## src/rtl/pfs_pkg.sv

```systemverilog
package pfs_pkg;

    parameter int unsigned ADDR_W     = 40;
    parameter int unsigned BLK_BYTES  = 64;
    parameter int unsigned PAGE_BYTES = 8192;
    parameter int unsigned RUN_LEN    = 4;

    localparam int unsigned OFF_W     = $clog2(BLK_BYTES);
    localparam int unsigned PG_W      = $clog2(PAGE_BYTES);
    localparam int unsigned IDX_W     = PG_W - OFF_W;
    localparam int unsigned PAGE_BLKS = PAGE_BYTES / BLK_BYTES;
    localparam int unsigned CNT_W     = $clog2(RUN_LEN + 1);

    typedef logic [ADDR_W-1:0] paddr_t;
    typedef logic [CNT_W-1:0]  cnt_t;
    typedef logic [IDX_W-1:0]  bidx_t;

    typedef enum logic {
        KIND_DEMAND   = 1'b0,
        KIND_PREFETCH = 1'b1
    } fetch_kind_e;

    typedef struct packed {
        paddr_t      addr;
        fetch_kind_e kind;
    } fetch_req_t;

    function automatic paddr_t blk_align(input paddr_t a);
        paddr_t r;
        r = a;
        r[OFF_W-1:0] = '0;
        return r;
    endfunction

    function automatic bidx_t blk_index(input paddr_t a);
        return a[PG_W-1:OFF_W];
    endfunction

    function automatic cnt_t run_budget(input paddr_t a);
        int unsigned left;
        left = (PAGE_BLKS - 1) - int'(blk_index(a));
        if (left > RUN_LEN) return cnt_t'(RUN_LEN);
        return cnt_t'(left);
    endfunction

endpackage

```

## src/rtl/pfs_budget.sv

```systemverilog
module pfs_budget
    import pfs_pkg::*;
(
    input  paddr_t miss_addr,
    output paddr_t demand_addr,
    output cnt_t   budget
);
    always_comb begin
        demand_addr = blk_align(miss_addr);
        budget      = run_budget(miss_addr);
    end
endmodule

```

## src/rtl/pfs_next_blk.sv

```systemverilog
module pfs_next_blk
    import pfs_pkg::*;
(
    input  paddr_t cur_addr,
    output paddr_t nxt_addr,
    output logic   same_page
);
    always_comb begin
        nxt_addr  = cur_addr + paddr_t'(BLK_BYTES);
        same_page = (nxt_addr[ADDR_W-1:PG_W] == cur_addr[ADDR_W-1:PG_W]);
    end
endmodule

```

## src/rtl/pfs_run_ctrl.sv

```systemverilog
module pfs_run_ctrl
    import pfs_pkg::*;
(
    input  logic       clk,
    input  logic       rst,
    input  logic       in_valid,
    output logic       in_ready,
    input  paddr_t     in_addr,
    input  paddr_t     in_demand_addr,
    input  cnt_t       in_budget,
    input  paddr_t     step_addr,
    input  logic       step_same_page,
    output fetch_req_t out_q,
    output logic       out_valid,
    input  logic       out_ready
);
    cnt_t   remain_q;
    logic   advance;
    logic   take_miss;
    logic [ADDR_W-PG_W-1:0] dem_page_q;

    assign advance   = !out_valid || out_ready;
    assign in_ready  = advance;
    assign take_miss = in_valid && advance;

    always_ff @(posedge clk) begin
        if (rst) begin
            out_valid  <= 1'b0;
            out_q      <= '{addr: '0, kind: KIND_DEMAND};
            remain_q   <= '0;
            dem_page_q <= '0;
        end else if (take_miss) begin
            out_valid  <= 1'b1;
            out_q      <= '{addr: in_demand_addr, kind: KIND_DEMAND};
            remain_q   <= in_budget;
            dem_page_q <= in_demand_addr[ADDR_W-1:PG_W];
        end else if (advance) begin
            if (remain_q != '0) begin
                out_valid <= 1'b1;
                out_q     <= '{addr: step_addr, kind: KIND_PREFETCH};
                remain_q  <= remain_q - cnt_t'(1);
            end else begin
                out_valid <= 1'b0;
            end
        end
    end


    hold_stable_chk: assert property (@(posedge clk) disable iff (rst)
        out_valid && !out_ready |=> out_valid && $stable(out_q));


    page_bound_chk: assert property (@(posedge clk) disable iff (rst)
        out_valid && out_q.kind == KIND_PREFETCH |-> out_q.addr[ADDR_W-1:PG_W] == dem_page_q);


    step_in_page_chk: assert property (@(posedge clk) disable iff (rst)
        out_valid && remain_q != '0 |-> step_same_page);


    pf_step_chk: assert property (@(posedge clk) disable iff (rst)
        out_valid && out_ready && !in_valid && remain_q != '0 |=>
        out_valid && out_q.kind == KIND_PREFETCH &&
        out_q.addr == $past(out_q.addr) + paddr_t'(BLK_BYTES));


    demand_first_chk: assert property (@(posedge clk) disable iff (rst)
        in_valid && in_ready |=> out_valid && out_q.kind == KIND_DEMAND &&
        out_q.addr[OFF_W-1:0] == '0);


    last_blk_chk: assert property (@(posedge clk) disable iff (rst)
        in_valid && in_ready && (&in_addr[PG_W-1:OFF_W]) |=> remain_q == '0);


    run_end_chk: assert property (@(posedge clk) disable iff (rst)
        out_valid && out_ready && !in_valid && remain_q == '0 |=> !out_valid);


    budget_cap_chk: assert property (@(posedge clk) disable iff (rst)
        remain_q <= cnt_t'(RUN_LEN));
endmodule

```

## src/rtl/pfs_seq_prefetcher.sv

```systemverilog
module pfs_seq_prefetcher
    import pfs_pkg::*;
(
    input  logic              clk,
    input  logic              rst,
    input  logic              miss_valid,
    output logic              miss_ready,
    input  logic [ADDR_W-1:0] miss_addr,
    output logic              fetch_valid,
    input  logic              fetch_ready,
    output logic [ADDR_W-1:0] fetch_addr,
    output logic              fetch_is_pf
);
    paddr_t     dem_addr;
    cnt_t       budget;
    paddr_t     nxt_addr;
    logic       same_page;
    fetch_req_t cur_req;

    pfs_budget u_budget (
        .miss_addr   (miss_addr),
        .demand_addr (dem_addr),
        .budget      (budget)
    );

    pfs_next_blk u_next (
        .cur_addr  (cur_req.addr),
        .nxt_addr  (nxt_addr),
        .same_page (same_page)
    );

    pfs_run_ctrl u_ctrl (
        .clk            (clk),
        .rst            (rst),
        .in_valid       (miss_valid),
        .in_ready       (miss_ready),
        .in_addr        (miss_addr),
        .in_demand_addr (dem_addr),
        .in_budget      (budget),
        .step_addr      (nxt_addr),
        .step_same_page (same_page),
        .out_q          (cur_req),
        .out_valid      (fetch_valid),
        .out_ready      (fetch_ready)
    );

    assign fetch_addr  = cur_req.addr;
    assign fetch_is_pf = (cur_req.kind == KIND_PREFETCH);


    idle_after_reset_chk: assert property (@(posedge clk)
        $past(rst) |-> !fetch_valid);
endmodule

```

## config.mk

```make
export PLATFORM = sky130hd
export DESIGN_NAME = pfs_seq_prefetcher
export DESIGN_NICKNAME = d
export VERILOG_FILES = /design/src/rtl/pfs_pkg.sv /design/src/rtl/pfs_budget.sv /design/src/rtl/pfs_next_blk.sv /design/src/rtl/pfs_run_ctrl.sv /design/src/rtl/pfs_seq_prefetcher.sv
export SDC_FILE = /design/constraint.sdc
export NUM_CORES = 1
export LEC_CHECK = 0
export ABC_AREA = 1
export BUFFER_PORTS_ARGS = -buffer_cell sky130_fd_sc_hd__buf_2
export CORE_MARGIN = 8
export CORE_UTILIZATION = 52
export CTS_CLUSTER_DIAMETER = 40
export DETAILED_ROUTE_END_ITERATION = 6
export PLACE_DENSITY = 0.78
export SYNTH_ARGS = -nofsm -noshare
export SYNTH_HDL_FRONTEND = slang
export SYNTH_SLANG_ARGS = --single-unit
```

## constraint.sdc

```tcl
create_clock -name clk -period 1.7 [get_ports clk]
set_input_delay 0.34 -clock clk [delete_from_list [all_inputs] [get_ports clk]]
set_output_delay 0.34 -clock clk [all_outputs]
set_load 0.02 [all_outputs]
```

==> flow_summary.toml <==
[placement]
numPortBuffers = 74
gp_congestion = 0.8973
place_area_mm2 = 0.003413
dpl.hpwl_um = 7457
dpl.cell_count = 638

[synthesis]
synth.top_cell.area_share_pct = 26.93
synth-compound-area-share_pct = 12.52
yosys.cell_count.top_type = "nand2_1"
synth_seq_cells = 39
yosysTopAreaCell = "dfxtp_1"
yosysSeqAreaShare_pct = 26.93
synth_top_cells_by_count = "nand2_1 (152), inv_1 (67), nand3_1 (44), dfxtp_1 (39), nor2_1 (37)"
syn_avg_cell_area_um2 = 5.928
synth_edf_count = 0
synth_area_mm2 = 0.002899
synth_ff_type = "dfxtp_1"
yosys.area_share.simple_pct = 44.28
synth-xor-area-share_pct = 1.208
yosys_warnings = 0
netlist_instances = 489
synth.area.top_cells = "dfxtp_1 (27%), nand2_1 (20%), inv_1 (8.7%)"
synth-async-reset-ratio_pct = 0
ys_types = 33
muxShareOfSynthArea_pct = 0
synth_top_family_by_area = "simple AND/OR/NAND/NOR gates"
synth_fa_ha_area_share_pct = 1.295

[timing]
finalMaxSlewViolations = 0
hold_viol = 0
fin_crit_ps = 1555
finClkSkew_ps = 6.247
setup_viol_count_final = 0
fin_hold_ws_ps = 308.1
fin_crit_sh_pct = 91.48
max_freq_mhz = 643.0

[global_route]
use_met1_pct = 26.65
antenna_found_initial = 0
grt_pass1_vias = 3321
grt_start_max_net_pins = 23
met2_usage_pct = 38.61
grt_util_all_layers_pct = 22.65
grt-busiest-layer = "met2"
grt_pass1_wl_um = 15540
gr-total-overflow = 0
use_met3_pct = 4.904

[hold_path]
min_from = "miss_addr[8]"
hold_depth = 3
hp-class = "input port to flip-flop"
whs_endpoint = "u_ctrl.out_q[9]"

[cells_and_area]
diodes = 0
stdcell_area_mm2 = 0.003538
fin_cells = 648
area_delta_synth_final_pct = 22.05
final_layout_size_suffix_gt1_share_pct = 25.00
fin_nets = 622

[clock_tree]
clk_latency_ps = 290
cts.path.max_buffers = 2
cts_made_buffers = 5
cts_tree = "yes"
clk_transition_reported_paths_ps = 80
clock-sinks = 39
h-tree-depth = 2
clockRootBuffer = "clkbuf_8"

[setup_path]
crit_path_start_kind = "flip-flop"
rr_endpoint = "u_ctrl.out_q[29]"
cp_num_buf_inv = 0
crit_arrival_ps = 1780
cp_slowest_cell = "dfxtp_1"
max_stage_delay_ps = 340
end_kind = "flip-flop"
r2r_start = "u_ctrl.out_q[7]"
path_max_fanout = 5
crit_chain = "ha_1, nand2_1, nor2_4, nand2_2, nor2_4, nand3_1, nand2_1, nand3_1, a21oi_1"
rrSetupSlack_ps = 140
r2r_cells = 9
path_delay_family = "simple AND/OR/NAND/NOR gates"
required_ps = 1920
crit_type = "flip-flop to flip-flop"

[floorplanning]
start_util_pct = 53.30
core_area_mm2 = 0.005439
dieArea_mm2 = 0.008220
io_pins = 87
fp.dieW_um = 90.67
dieHeight_um = 90.67
rows = 27

[outcome]
outcome = "finished, final reports clean"

[drt]
drc = 0
drt_pass1_iterations = 5
ant_nets = 0
via_per_inst = 5.210
vias = 3376
initialDrtViolationCount = 219
wire_per_inst_um = 14.44
drt_wl_total_um = 9354

[power]
p_leak_nw = 1.562
p_per_area_mw_per_mm2 = 797.8
vdd_ir_drop_max_mv = 0.7061

[flow_run]
cap_violations = 0
==> registers in the layout (all words and copies together), names as in the netlist <==
name              flops
u_ctrl.out_q         35
u_ctrl.remain_q       3
u_ctrl.out_valid      1
==> metrics by stage <==
| step | util [%] | power [mW] | TNS [ps] | setup slack (ps) |
|---|---|---|---|---|
| 6_report | 65.06 | 2.823 | 0 | 144.8 |
| 3_3_place_gp | 62.76 | 2.081 | 0 | 217.9 |
| 5_1_grt | 65.06 | 2.984 | -1.271 | -1.271 |
| 2_1_floorplan | - | 1.756 | 0 | 57.82 |
| 4_1_cts | 64.60 | 2.821 | 0 | 132.3 |
| 3_5_place_dp | 62.76 | 2.108 | 0 | 174.2 |
==> kinds of logic (layout without fill, tap and decap cells) <==
group | after synthesis | count (layout)
flip-flops | 39 | 39
adder cells (fa/ha/maj) | 3 | 3
AND/OR/NAND/NOR | 284 | 284
AO/OA/AOI/OAI | 66 | 66
XOR/XNOR | 4 | 4
other | 1 | 6
buffers and inverters | 92 | 174
==> metal layers <==
metal,vias up,wire length (µm)
met1,1515,3928
met3,23,627
met4,0,289
met2,134,4509
met5,-,0
li1,1704,-
==> repair_timing <==
item / CTS / global route
gates resized for setup: 0 / 3
setup endpoints to repair: 0 / 4
hold endpoints to repair: 0 / 0
setup buffers: 0 / 2
hold buffers: 0 / 0
==> power by group <==
group | switching [mW] | internal [mW] | total [mW] | leakage, nW
Clock | 0.346 | 0.371 | 0.717 | 0.0515
Combinational | 0.619 | 0.351 | 0.970 | 1.19
Sequential | 0.119 | 1.02 | 1.14 | 0.321
==> worst register-to-register path, stage by stage (launching register included) <==
cell and delay, ps:
dfxtp_1 340, ha_1 190, nand2_1 120, nor2_4 200
nand2_2 120, nor2_4 160, nand3_1 90, nand2_1 60
nand3_1 60, a21oi_1 140
==> worst max-delay path by stage <==
stage	from	to	slack [ps]	cells after the start
finish	u_ctrl.out_q[7]	u_ctrl.out_q[29]	140	9
floorplan	u_ctrl.out_q[7]	u_ctrl.out_q[39]	60	8
global route	u_ctrl.out_q[7]	u_ctrl.out_q[39]	-1	9
global placement	u_ctrl.remain_q[0]	u_ctrl.remain_q[0]	220	9
detailed placement	u_ctrl.out_q[7]	u_ctrl.out_q[15]	170	8
CTS	u_ctrl.out_q[7]	u_ctrl.out_q[29]	130	9
==> cell usage in the layout (no fill, tap or decap), types with 2 or more instances in the layout <==
cell and n:
nand2_2 9, inv_2 5, or2_2 5, nand2_1 152
a31oi_1 12, ha_1 3, nor2_1 37, buf_12 2
inv_1 67, nand3_1 44, buf_4 17, clkbuf_8 7
nor2_4 8, dfxtp_1 38, xor2_1 4, o211ai_1 3
buf_2 74, nor2_2 14, nand4_1 7, o21ai_1 2
conb_1 6, nor3_1 4, a21oi_1 23, o21ai_0 22
==> final cells by class <==
type / count / area (µm²)
Fill cell: 550 / 1901
Multi-Input combinational cell: 363 / 1747
Sequential cell: 39 / 782.0
Timing Repair Buffer: 94 / 549.3
Inverter: 72 / 270.3
Clock buffer: 8 / 100.1
Tap cell: 72 / 90.09
Power figures use the tool's default switching activity.
